## config.mk

```make
export PLATFORM = sky130hd
export DESIGN_NAME = abscmd_gen
export DESIGN_NICKNAME = d
export VERILOG_FILES = /design/src/rtl/abscmd_pkg.sv /design/src/rtl/abscmd_check.sv /design/src/rtl/abscmd_encode.sv /design/src/rtl/abscmd_godec.sv /design/src/rtl/abscmd_gen.sv
export SDC_FILE = /design/constraint.sdc
export NUM_CORES = 1
export LEC_CHECK = 0
export ABC_CLOCK_PERIOD_IN_PS = 5700
export BUFFER_PORTS_ARGS = -buffer_cell sky130_fd_sc_hd__buf_2
export CAP_MARGIN = 25
export CORE_MARGIN = 4
export CORE_UTILIZATION = 54
export DETAILED_ROUTE_END_ITERATION = 8
export GPL_TIMING_DRIVEN = 0
export PLACE_DENSITY = 0.88
export SYNTH_ARGS = -nofsm -noshare
export SYNTH_HDL_FRONTEND = slang
export SYNTH_HIERARCHICAL = 1
export SYNTH_SLANG_ARGS = --single-unit
```

## constraint.sdc

```tcl
create_clock -name clk -period 5.7 [get_ports clk]
set_clock_uncertainty 0.1 [all_clocks]
set_input_delay 0.855 -clock clk [delete_from_list [all_inputs] [get_ports clk]]
set_output_delay 0.855 -clock clk [all_outputs]
set_load 0.1 [all_outputs]
```

## src/rtl/abscmd_pkg.sv

```systemverilog
package abscmd_pkg;

  localparam logic [2:0] ERR_NONE    = 3'd0;
  localparam logic [2:0] ERR_BUSY    = 3'd1;
  localparam logic [2:0] ERR_NOTSUP  = 3'd2;
  localparam logic [2:0] ERR_HALTRES = 3'd4;

  localparam logic [31:0] INSN_NOP    = 32'h0000_0013;
  localparam logic [31:0] INSN_EBREAK = 32'h0010_0073;

  localparam logic [6:0] OPC_LOAD  = 7'b0000011;
  localparam logic [6:0] OPC_STORE = 7'b0100011;

  localparam logic [15:0] REG_BASE = 16'h1000;

  // I-type load from ofs(x0) into rd
  function automatic logic [31:0] mk_load(input logic [4:0] rd,
                                          input logic [2:0] f3,
                                          input logic [11:0] ofs);
    logic [31:0] w;
    w        = '0;
    w[31:20] = ofs;
    w[14:12] = f3;
    w[11:7]  = rd;
    w[6:0]   = OPC_LOAD;
    return w;
  endfunction

  // S-type store of rs2 to ofs(x0)
  function automatic logic [31:0] mk_store(input logic [4:0] rs2,
                                           input logic [2:0] f3,
                                           input logic [11:0] ofs);
    logic [31:0] w;
    w        = '0;
    w[31:25] = ofs[11:5];
    w[24:20] = rs2;
    w[14:12] = f3;
    w[11:7]  = ofs[4:0];
    w[6:0]   = OPC_STORE;
    return w;
  endfunction

endpackage

```

## src/rtl/abscmd_check.sv

```systemverilog
module abscmd_check
  import abscmd_pkg::*;
(
  input  logic [31:0] cmd,
  input  logic        halted,
  input  logic [2:0]  err_in,
  input  logic        busy,
  output logic        err_we,
  output logic [2:0]  err_code,
  output logic        accept
);
  logic [7:0]  ctype;
  logic [2:0]  size;
  logic        xfer;
  logic [15:0] regno;
  logic        reg_ok;
  logic        size_ok;
  logic        unused_bits;

  assign ctype       = cmd[31:24];
  assign size        = cmd[22:20];
  assign xfer        = cmd[17];
  assign regno       = cmd[15:0];
  assign unused_bits = ^{cmd[23], cmd[19], cmd[16]};
  assign reg_ok      = (regno[15:5] == REG_BASE[15:5]);
  assign size_ok     = (size == 3'd2) || (size == 3'd3);

  // priority chain; the rule order is part of the behaviour
  always_comb begin
    err_we   = 1'b0;
    err_code = ERR_NONE;
    accept   = 1'b0;
    if (err_in != ERR_NONE) begin
      err_we = 1'b0;
    end else if (busy) begin
      err_we = 1'b1; err_code = ERR_BUSY;
    end else if (ctype != 8'd0) begin
      err_we = 1'b1; err_code = ERR_NOTSUP;
    end else if (!halted) begin
      err_we = 1'b1; err_code = ERR_HALTRES;
    end else if (xfer && !(reg_ok && size_ok)) begin
      err_we = 1'b1; err_code = ERR_NOTSUP;
    end else begin
      accept = 1'b1;
    end
  end
endmodule

```

## src/rtl/abscmd_encode.sv

```systemverilog
module abscmd_encode
  import abscmd_pkg::*;
#(
  parameter logic [11:0] DATA_OFS = 12'h380
) (
  input  logic [31:0] cmd,
  output logic [31:0] insn0,
  output logic [31:0] insn1
);
  logic [4:0] ridx;
  logic [2:0] f3;
  logic       is_wr;
  logic       unused_hi;

  assign ridx      = cmd[4:0];
  assign f3        = cmd[22:20];
  assign is_wr     = cmd[16];
  assign unused_hi = ^{cmd[31:23], cmd[19], cmd[15:5]};

  always_comb begin
    if (!cmd[17])   insn0 = INSN_NOP;
    else if (is_wr) insn0 = mk_load(ridx, f3, DATA_OFS);
    else            insn0 = mk_store(ridx, f3, DATA_OFS);
  end

  assign insn1 = cmd[18] ? INSN_NOP : INSN_EBREAK;
endmodule

```

## src/rtl/abscmd_godec.sv

```systemverilog
module abscmd_godec #(
  parameter int NHARTS = 4,
  localparam int HART_W = (NHARTS > 1) ? $clog2(NHARTS) : 1
) (
  input  logic              en,
  input  logic [HART_W-1:0] sel,
  output logic [NHARTS-1:0] onehot
);
  for (genvar h = 0; h < NHARTS; h++) begin : g_hart
    assign onehot[h] = en && (sel == HART_W'(h));
  end
endmodule

```

## src/rtl/abscmd_gen.sv

```systemverilog
module abscmd_gen
  import abscmd_pkg::*;
#(
  parameter int NHARTS = 4,
  parameter logic [11:0] DATA_OFS = 12'h380,
  localparam int HART_W = (NHARTS > 1) ? $clog2(NHARTS) : 1
) (
  input  logic              clk,
  input  logic              rst_n,
  input  logic              start_i,
  input  logic [31:0]       cmd_i,
  input  logic [HART_W-1:0] hart_sel_i,
  input  logic              hart_halted_i,
  input  logic [2:0]        err_i,
  input  logic              busy_i,
  output logic              err_we_o,
  output logic [2:0]        err_o,
  output logic              insn_we_o,
  output logic [31:0]       insn0_o,
  output logic [31:0]       insn1_o,
  output logic              busy_set_o,
  output logic [NHARTS-1:0] go_set_o
);
  // named internal events for the assertions
  logic              chk_err_we;
  logic [2:0]        chk_code;
  logic              chk_accept;
  logic [31:0]       enc0, enc1;
  logic              take_err, take_cmd;
  logic [NHARTS-1:0] go_next;

  abscmd_check u_check (
    .cmd(cmd_i), .halted(hart_halted_i), .err_in(err_i), .busy(busy_i),
    .err_we(chk_err_we), .err_code(chk_code), .accept(chk_accept)
  );

  abscmd_encode #(.DATA_OFS(DATA_OFS)) u_enc (
    .cmd(cmd_i), .insn0(enc0), .insn1(enc1)
  );

  assign take_err = start_i && chk_err_we;
  assign take_cmd = start_i && chk_accept;

  abscmd_godec #(.NHARTS(NHARTS)) u_go (
    .en(take_cmd), .sel(hart_sel_i), .onehot(go_next)
  );

  always_ff @(posedge clk) begin
    if (!rst_n) begin
      err_we_o   <= 1'b0;
      err_o      <= ERR_NONE;
      insn_we_o  <= 1'b0;
      insn0_o    <= '0;
      insn1_o    <= '0;
      busy_set_o <= 1'b0;
      go_set_o   <= '0;
    end else begin
      err_we_o   <= take_err;
      err_o      <= take_err ? chk_code : ERR_NONE;
      insn_we_o  <= take_cmd;
      insn0_o    <= take_cmd ? enc0 : '0;
      insn1_o    <= take_cmd ? enc1 : '0;
      busy_set_o <= take_cmd;
      go_set_o   <= go_next;
    end
  end

  // nothing appears without a start pulse
  a_r2_idle_quiet: assert property (@(posedge clk) disable iff (!rst_n)
    !start_i |=> !err_we_o && !insn_we_o && !busy_set_o && (go_set_o == '0));

  // a pending error blocks every effect
  a_r3_err_blocks: assert property (@(posedge clk) disable iff (!rst_n)
    start_i && (err_i != ERR_NONE) |=> !err_we_o && !insn_we_o && (go_set_o == '0));

  // busy gives the busy code and nothing else
  a_r4_busy_code: assert property (@(posedge clk) disable iff (!rst_n)
    start_i && (err_i == ERR_NONE) && busy_i |=> err_we_o && (err_o == ERR_BUSY) && !insn_we_o);

  // non-zero command type is not supported
  a_r5_type: assert property (@(posedge clk) disable iff (!rst_n)
    start_i && (err_i == ERR_NONE) && !busy_i && (cmd_i[31:24] != 8'd0)
    |=> err_we_o && (err_o == ERR_NOTSUP));

  // a running hart reports halt/resume before any register rule
  a_r6_running: assert property (@(posedge clk) disable iff (!rst_n)
    start_i && (err_i == ERR_NONE) && !busy_i && (cmd_i[31:24] == 8'd0) && !hart_halted_i
    |=> err_we_o && (err_o == ERR_HALTRES));

  // go flag and busy pulse only with the instruction write
  a_r12_go_onehot: assert property (@(posedge clk) disable iff (!rst_n)
    $onehot0(go_set_o) && ((go_set_o != '0) == insn_we_o) && (busy_set_o == insn_we_o));

  // error and acceptance never coincide
  a_r12_exclusive: assert property (@(posedge clk) disable iff (!rst_n)
    !(err_we_o && insn_we_o));
endmodule

```

==> results of run 1 <==
registers in the layout (all words and copies together), names as in the netlist:
name        flops
insn0_o        32
insn1_o        32
go_set_o        4
err_o           3
busy_set_o      1
err_we_o        1
worst max-delay path: stages:
cell	delay, ns
buf_2	0.09
nor4_1	0.37
nand3_1	0.15
nor3b_1	0.47
buf_6	0.22
buf_6	0.13
and2_1	0.17
and3_2	0.18
and2_1	0.13
final cells by class:
| class | count | share of cell area [%] |
|---|---|---|
| Buffer | 73 | 13.3 |
| Clock buffer | 10 | 3.49 |
| Clock inverter | 5 | 1.43 |
| Inverter | 3 | 0.285 |
| Multi-Input combinational cell | 153 | 28.2 |
| Sequential cell | 73 | 37.0 |
| Tap cell | 70 | 2.22 |
| Timing Repair Buffer | 111 | 14.1 |
power breakdown:
part | switching, mW | internal [mW] | total (mW)
Clock | 0.176 | 0.211 | 0.387
Sequential | 0.0000390 | 0.510 | 0.510
Combinational | 0.0330 | 0.0402 | 0.0732
synthesized netlist by cell type:
| cell type | n |
|---|---|
| nor3b_2 | 1 |
| nand4_1 | 1 |
| and3_2 | 3 |
| buf_4 | 50 |
| and3b_1 | 4 |
| o31a_1 | 1 |
| and2_1 | 6 |
| and2_2 | 3 |
| clkbuf_1 | 2 |
| nor4_1 | 2 |
| inv_1 | 3 |
| nor4_4 | 1 |
| nand2_1 | 1 |
| dfxtp_1 | 73 |
| nor2b_1 | 1 |
| nor3_1 | 1 |
| and3_1 | 6 |
| conb_1 | 2 |
| a41oi_1 | 1 |
| buf_6 | 6 |
| nor3b_1 | 3 |
| nand3_1 | 1 |
| buf_2 | 11 |
| nor4b_4 | 1 |
| nor4_2 | 1 |
| clkbuf_2 | 4 |
| and4_1 | 53 |
| and3b_2 | 3 |
| a22o_1 | 1 |
| and4_2 | 14 |
| nor2_1 | 1 |
cell families (layout without fill, tap and decap cells):
kind of cell	count (synthesis)	count (layout)	share of synthesized area, %
and+or+nand+nor	107	107	31.3
AOI/OAI and AO/OA	3	3	0.889
other	2	43	0.254
buffers and inverters	76	202	18.2
DFF	73	73	49.4
routing by layer:
| layer | track usage (%) | share of wire [%] | vias to the layer above |
|---|---|---|---|
| li1 | - | - | 1179 |
| met1 | 21.2 | 41 | 1050 |
| met2 | 35.5 | 50 | 82 |
| met3 | 6.03 | 8.1 | 6 |
| met4 | 8.47 | 1.1 | 0 |
| met5 | 0 | 0 | - |
stage by stage:
| stage | instances | power [mW] | util (%) | worst slack (ns) |
|---|---|---|---|---|
| floorplan | 302 | 0.569 | - | 3.22 |
| global placement | 483 | 0.591 | 72.1 | 2.82 |
| detailed placement | 483 | 0.592 | 72.1 | 2.75 |
| CTS | 498 | 0.975 | 75.8 | 3.09 |
| global route | 498 | 1.01 | 75.8 | 2.89 |
| finish | 498 | 0.970 | 75.8 | 3.10 |
how the worst max path moves through the flow:
stage                    from           to  depth (start not counted)
detailed placement  cmd_i[31]  go_set_o[3]                          9
finish              cmd_i[31]  go_set_o[3]                          9
global route        cmd_i[27]  go_set_o[3]                          9
global placement    cmd_i[11]  go_set_o[3]                          9
CTS                 cmd_i[31]  go_set_o[3]                          9
floorplan           cmd_i[27]  go_set_o[3]                          8
==> reports/results.tsv, run 1 <==
metric	value	unit
numCtsBuffers	9	
tritoncts	done	
placed_area	3750	µm²
holdBufCountCts	0	
yosys_warnings	6	
die_area	6720	µm²
grt_pass1_wl	9950	µm
multi_input_area	1110	µm²
yosys.area.top_type	dfxtp_1	
final_max_slew_viol_count	0	
initial_core_util	56.8	%
io_pins	116	
power.density	246	nW/µm²
drcViolationCount	0	
diodes	0	
max_freq	0.385	GHz
yosysTopAreaCellShare	49.4	%
leakagePower	2.15	nW
layout_commonest_cell	buf_2	
hold_viol	0	
synth-seq-area-share	49.4	%
synthesis.area	2960	µm²
design_area	3950	µm²
holdWs	0.759	ns
crit_fanout	10	
rsz0062_at_grt	no	
finalCritPeriodShare	45.6	%
cts_setup_buffers	0	
track_usage	19.8	%
ff_latch_area	1460	µm²
io_buffers	111	
final_layout_size_suffix_gt1_share	52.3	%
min_path_cells	2	
grt_antenna_before_repair	0	
maxCapViolCount	0	
vias_per_cell	4.65	
drt_wl_total	6300	µm
grt_start_max_net_pins	13	
post_cts_resized	0	
fillers	392	
fin_setup_tns	0	ns
clockBufferDepth	2	
htree_levels	3	
finalCriticalPeriod	2.60	ns
grt_overflow	0	
tightest_slew	0.523	ns
path_class	primary input to flip-flop	
die_x	82.0	µm
hpwl	4820	µm
arrival	2.77	ns
synth_cells	261	
grt_pass1_vias	2245	
first_pass_iters	6	
wl_per_cell	12.7	µm
area_growth	33.5	%
synth_cell_type_count	31	
worstPathRequired	5.87	ns
min_from	start_i	
clock_sinks	73	
rows	26	
outcome	finished clean	
avgSynthCellArea	11.3	µm²
ir_drop	0.166	mV
drt_iter0_drc	94	
core	5200	µm²
drtAntennaViolNets	0	
place.gp.congestion	0.778	
critPathLaunchType	primary input	
cts_root_buf	clkbuf_8	
hold_end	insn1_o[5]	
clk_pin_slew	0.07	ns
die_y	82.0	µm
slew_headroom	65.0	%
final_nets	466	
final_cell_mix	buf_2 (122), dfxtp_1 (73), and4_1 (53)	
vias	2317	
hold_class	primary input to flip-flop	
cp-end-kind	flip-flop	
ys_seq_elements	73	
finalSetupViolCount	0	
synth_area_leaders	dfxtp_1 (49%), and4_1 (16%), buf_4 (13%)	
(Power assumes the default switching activity.)
==> run 2: changes to the inputs <==
--- a/config.mk
+++ b/config.mk
@@ -5,14 +5,14 @@
 export SDC_FILE = /design/constraint.sdc
 export NUM_CORES = 1
 export LEC_CHECK = 0
-export ABC_CLOCK_PERIOD_IN_PS = 5700
+export ABC_CLOCK_PERIOD_IN_PS = 2270
 export BUFFER_PORTS_ARGS = -buffer_cell sky130_fd_sc_hd__buf_2
 export CAP_MARGIN = 25
 export CORE_MARGIN = 4
-export CORE_UTILIZATION = 54
+export CORE_UTILIZATION = 45
 export DETAILED_ROUTE_END_ITERATION = 8
 export GPL_TIMING_DRIVEN = 0
-export PLACE_DENSITY = 0.88
+export PLACE_DENSITY = 0.79
 export SYNTH_ARGS = -nofsm -noshare
 export SYNTH_HDL_FRONTEND = slang
 export SYNTH_HIERARCHICAL = 1
==> constraint.sdc (replaced) <==
create_clock -name clk -period 2.27 [get_ports clk]
set_clock_uncertainty 0.1 [all_clocks]
set_input_delay 0.3405 -clock clk [delete_from_list [all_inputs] [get_ports clk]]
set_output_delay 0.3405 -clock clk [all_outputs]
set_load 0.1 [all_outputs]
==> reports/results.tsv, run 2 (same netlist as run 1, synthesis figures left out) <==
metric	value	unit	change
wl_per_cell	12.4	µm	-1.8%
seqPwrFrac	53.3	%	+0.7 points
min_from	start_i		
wl_met1	2730	µm	+6.6%
final_layout_size_suffix_gt1_share	51.9	%	-0.47 points
place.gp.congestion	0.764		-1.9%
drt_wl_total	6280	µm	-0.40%
wl_met3	562	µm	+10%
outcome	finished clean		
cp-end-kind	flip-flop		
holdBufCountCts	0		unchanged
crit_fanout	10		unchanged
layout_commonest_cell	buf_2		
clockBufferDepth	2		unchanged
rows	29		+12%
drtAntennaViolNets	0		unchanged
die_y	89.1	µm	+8.6%
critPathLaunchType	primary input		
rsz0062_at_grt	no		
grt_pass1_wl	10200	µm	+2.7%
arrival	2.22	ns	-0.55 ns
instances_no_fill	505		+1.4%
vias	2272		-1.9%
pre_cts_ws	-0.126	ns	-2.88 ns
die_x	89.1	µm	+8.6%
io_buffers	111		unchanged
ir_drop	0.366	mV	+120%
io_pins	116		unchanged
p_clk_share	39.1	%	-0.8 points
final_max_slew_viol_count	0		unchanged
grt_antenna_before_repair	0		unchanged
clock_sinks	73		unchanged
grt_start_max_net_pins	12		-1
dpl.cell_count	490		+1.4%
post_cts_resized	0		unchanged
tritoncts	done		
layout_setup_ws	0.224	ns	-2.88 ns
track_usage	16.8	%	-3.0 points
design_area	3940	µm²	-0.22%
vias_per_cell	4.50		-3.3%
grt_overflow	0		unchanged
power_frac_comb	7.6	%	about the same
cts_root_buf	clkbuf_8		
area_growth	33.2	%	
worstPathRequired	2.44	ns	-3.43 ns
fin_setup_tns	0	ns	unchanged
cts_setup_buffers	0		unchanged
wl_met2	2860	µm	-9.4%
power.density	610	nW/µm²	+150%
leakagePower	2.14	nW	-0.24%
core	6350	µm²	+22%
max_freq	0.489	GHz	
top_layer	met4		
path_class	primary input to flip-flop		
finalCritPeriodShare	90.1	%	
p_switching	0.523	mW	+150%
htree_levels	3		unchanged
hold_class	primary input to flip-flop		
clk_pin_slew	0.07	ns	about the same
placed_area	3760	µm²	+0.23%
largestRegisters	insn0_o: 32 flops, insn1_o: 32 flops, go_set_o: 4 flops		
final_cell_mix	buf_2 (122), dfxtp_1 (73), and4_1 (53)		
hold_end	insn0_o[20]		
first_pass_iters	4		-2
min_path_cells	2		unchanged
die_area	7930	µm²	+18%
finalCriticalPeriod	2.05	ns	
hpwl	4840	µm	+0.37%
finalSetupViolCount	0		unchanged
p_int	1.88	mW	+150%
drcViolationCount	0		unchanged
maxCapViolCount	0		unchanged
numCtsBuffers	9		unchanged
drt_iter0_drc	45		-52%
initial_core_util	46.6	%	-10 points
final_nets	466		unchanged
switching_share	21.8	%	+0.23 points
diodes	0		unchanged
hold_viol	0		unchanged
grt_pass1_vias	2239		-0.27%
[run 2: cell count changes in the layout (fill, tap and decap cells not counted), sizes merged]
cell | before | now
clkinvlp | 1 | 0
clkbuf | 16 | 17
[run 2: stage by stage]
stage | utilization [%] | total power, mW | hold slack, ns
after floorplan | - | 1.43 | 0.445
final | 62.0 | 2.40 | 0.242
after detailed placement | 59.3 | 1.49 | 0.586
after global routing | 62.0 | 2.51 | 0.231
after CTS | 62.0 | 2.41 | 0.232
after global placement | 59.3 | 1.49 | 0.589
[run 2: layout make-up]
cell class,instances,area (µm²)
well taps,77,96.3
repair buffers,111,556
plain buffers,73,526
multi-input cells,153,1110
flip-flops and latches,73,1460
clock buffers,11,131
fillers,555,2410
clock inverters,4,45.0
inverters,3,11.3
[run 2: worst max path at each step]
| stage | slack [ns] | to | from | depth (start not counted) |
|---|---|---|---|---|
| 2_1_floorplan | 0.31 | go_set_o[3] | cmd_i[27] | 8 |
| 3_3_place_gp | -0.10 | go_set_o[0] | cmd_i[11] | 9 |
| 3_5_place_dp | -0.13 | go_set_o[3] | cmd_i[6] | 9 |
| 4_1_cts | 0.22 | go_set_o[3] | cmd_i[6] | 9 |
| 5_1_grt | 0.03 | go_set_o[3] | cmd_i[31] | 9 |
| 6_report | 0.22 | go_set_o[3] | cmd_i[6] | 9 |
[run 2: power by group through the flow]
stage,clock [mW],combinational (mW),sequential [mW]
detailed placement,0,0.179,1.31
global placement,0,0.176,1.31
floorplan,0,0.116,1.31
finish,0.939,0.183,1.28
CTS,0.955,0.179,1.28
global route,1.02,0.204,1.28
[run 2: per-layer routing]
metal	global-route usage, %	vias to the layer above
met5	0	-
met4	8.12	0
met3	4.70	14
met2	27.3	76
met1	20.5	1005
li1	-	1177
[run 2: critical path, cell delays in order]
cell	delay, ns
buf_2	0.12
nor4_4	0.29
a41oi_1	0.20
nor3b_1	0.44
buf_6	0.22
buf_6	0.14
and2_1	0.17
and3_2	0.18
and2_1	0.11
==> run 3: changes to the inputs <==
--- a/config.mk
+++ b/config.mk
@@ -5,11 +5,13 @@
 export SDC_FILE = /design/constraint.sdc
 export NUM_CORES = 1
 export LEC_CHECK = 0
+export ABC_AREA = 1
 export ABC_CLOCK_PERIOD_IN_PS = 2270
 export BUFFER_PORTS_ARGS = -buffer_cell sky130_fd_sc_hd__buf_2
 export CAP_MARGIN = 25
 export CORE_MARGIN = 4
 export CORE_UTILIZATION = 45
+export CTS_CLUSTER_DIAMETER = 120
 export DETAILED_ROUTE_END_ITERATION = 8
 export GPL_TIMING_DRIVEN = 0
 export PLACE_DENSITY = 0.79
==> reports/results.tsv, run 3 <==
metric	value	unit	change
p_switching	0.520	mW	-0.67%
leakagePower	2.21	nW	+3.1%
first_pass_iters	4		unchanged
finalCritPeriodShare	70.4	%	-20 points
track_usage	13.5	%	-3.3 points
ys_seq_elements	73		unchanged
grt_overflow	0		unchanged
fillers	573		+3.2%
diodes	0		unchanged
p_int	2.01	mW	+7.3%
power_frac_comb	6.7	%	-0.9 points
die_x	88.2	µm	-0.93%
synth_cell_type_count	16		-48%
grt_pass1_vias	1954		-13%
design_area	3930	µm²	-0.29%
htree_levels	3		unchanged
drtAntennaViolNets	0		unchanged
largestRegisters	insn0_o: 32 flops, insn1_o: 32 flops, go_set_o: 4 flops		
pre_cts_ws	0.451	ns	+0.577 ns
path_class	flip-flop to output pin		
die_y	88.2	µm	-0.93%
outcome	finished clean		
final_nets	560		+20%
io_pins	116		unchanged
synthTopCellsByCount	inv_1 (93), dfxtp_1 (73), nor2_2 (51)		
die_area	7780	µm²	-1.8%
holdBufCountCts	0		unchanged
rows	28		-3.4%
cp-end-kind	output pin		
cts_setup_buffers	0		unchanged
ys.flop_type	dfxtp_1		
critPathSlowestCell	buf_2		
arrival	1.16	ns	-1.06 ns
synth-seq-area-share	50.5	%	+1.0 points
ir_drop	0.360	mV	-1.7%
placed_area	3710	µm²	-1.4%
final_max_slew_viol_count	0		unchanged
final_cell_mix	buf_2 (113), inv_1 (93), dfxtp_1 (73)		
drt_wl_total	4880	µm	-22%
synth_cells	353		+35%
min_path_cells	3		+1
layout_setup_ws	0.671	ns	+0.447 ns
hpwl	3950	µm	-18%
synth_area_leaders	dfxtp_1 (50%), buf_4 (13%), inv_1 (12%)		
core	6100	µm²	-4.0%
worstPathCellList	buf_4 -> buf_2		
vias	2195		-3.4%
io_buffers	113		+1.8%
hold_viol	0		unchanged
clock_sinks	73		unchanged
grt_start_max_net_pins	13		+1
holdWs	0.160	ns	-0.0821 ns
post_cts_resized	0		unchanged
area_growth	35.6	%	
switching_share	20.5	%	-1.3 points
crit_fanout	2		-8
layout_commonest_cell	buf_2		
wl_per_cell	8.18	µm	-34%
vias_per_cell	3.68		-18%
tritoncts	done		
avgSynthCellArea	8.21	µm²	-28%
synthesis.area	2900	µm²	-2.0%
final_layout_size_suffix_gt1_share	46.2	%	-5.7 points
hold_class	primary input to flip-flop		
clk_pin_slew	0.07	ns	about the same
drcViolationCount	0		unchanged
place.gp.congestion	0.689		-9.8%
cpPeakStageDelay	0.41	ns	-0.03 ns
grt_pass1_wl	7950	µm	-22%
synth.most_common_cell	inv_1		
hold_end	go_set_o[3]		
instances_no_fill	597		+18%
async_flop_share	0	%	unchanged
clockBufferDepth	2		unchanged
power.density	645	nW/µm²	+5.8%
rsz0062_at_grt	no		
numCtsBuffers	9		unchanged
grt_antenna_before_repair	0		unchanged
maxCapViolCount	0		unchanged
max_freq	0.625	GHz	+28%
seqPwrFrac	50.5	%	-2.8 points
fin_setup_tns	0	ns	unchanged
initial_core_util	47.5	%	+0.95 points
finalSetupViolCount	0		unchanged
yosys.area.top_type	dfxtp_1		
drt_iter0_drc	29		-36%
yosysTopAreaCellShare	50.5	%	+1.0 points
finalCriticalPeriod	1.60	ns	-0.447 ns
critPathLaunchType	flip-flop		
worstPathRequired	1.83	ns	-0.61 ns
yosys_warnings	6		unchanged
cts_root_buf	clkbuf_8		
synth_edf_count	0		unchanged
dpl.cell_count	582		+19%
p_clk_share	42.8	%	+3.7 points
min_from	rst_n		
[run 3: changes by cell type in the layout (fill, tap and decap cells not counted), moves of 4 or more]
cell,change
nand2_2,+4
and3_1,-6
inv_1,+90
nor2_1,+46
and3b_1,-4
buf_2,-9
and4_1,-53
clkbuf_2,-4
and2_1,-6
nand2_1,+17
nor2_2,+51
and4_2,-14
[run 3: metrics by stage]
step / power, mW / util (%)
floorplan: 1.43 / -
global placement: 1.47 / 60.9
detailed placement: 1.48 / 60.9
CTS: 2.57 / 64.4
global route: 2.65 / 64.4
finish: 2.53 / 64.4
[run 3: kinds of logic after synthesis]
logic type / synth area share, %
buf+inv: 27.2
simple gates: 21.7
flops: 50.5
compound gates: 0.346
other cells: 0.259
[run 3: area by class of cell]
cell class	instances	area, µm²	share of cell area, %
buffer	56	435	11.1
clock buffer	10	138	3.50
clock inverter	5	80.1	2.04
inverter	94	353	8.98
multi-input combinational	171	801	20.4
sequential	73	1460	37.2
tap	75	93.8	2.39
timing repair buffer	113	566	14.4
[run 3: critical path, delay by kind of cell (launching register included)]
kind                   cells  cell delay, ns
buffers and inverters      2            0.50
flip-flops                 1            0.32
[run 3: worst max path at each step]
stage | startpoint | end | slack (ns) | cells after the start
6_report | busy_set_o | insn_we_o | 0.67 | 2
5_1_grt | busy_set_o | insn_we_o | 0.61 | 2
4_1_cts | busy_set_o | insn_we_o | 0.64 | 2
3_5_place_dp | cmd_i[6] | insn0_o[22] | 0.45 | 11
3_3_place_gp | cmd_i[6] | insn0_o[7] | 0.47 | 11
2_1_floorplan | busy_set_o | insn_we_o | 0.47 | 1
[run 3: power groups by stage]
| stage | Combinational [mW] | Sequential (mW) | Clock [mW] |
|---|---|---|---|
| 2_1_floorplan | 0.120 | 1.31 | 0 |
| 3_3_place_gp | 0.164 | 1.31 | 0 |
| 3_5_place_dp | 0.167 | 1.31 | 0 |
| 4_1_cts | 0.167 | 1.28 | 1.12 |
| 5_1_grt | 0.196 | 1.28 | 1.17 |
| 6_report | 0.170 | 1.28 | 1.08 |
[run 3: per-layer routing]
metal | GRT usage, % | share of wire (%)
met4 | 9.07 | 1.5
met1 | 12.9 | 36
met5 | 0 | 0
met2 | 24.7 | 54
met3 | 4.19 | 8.9
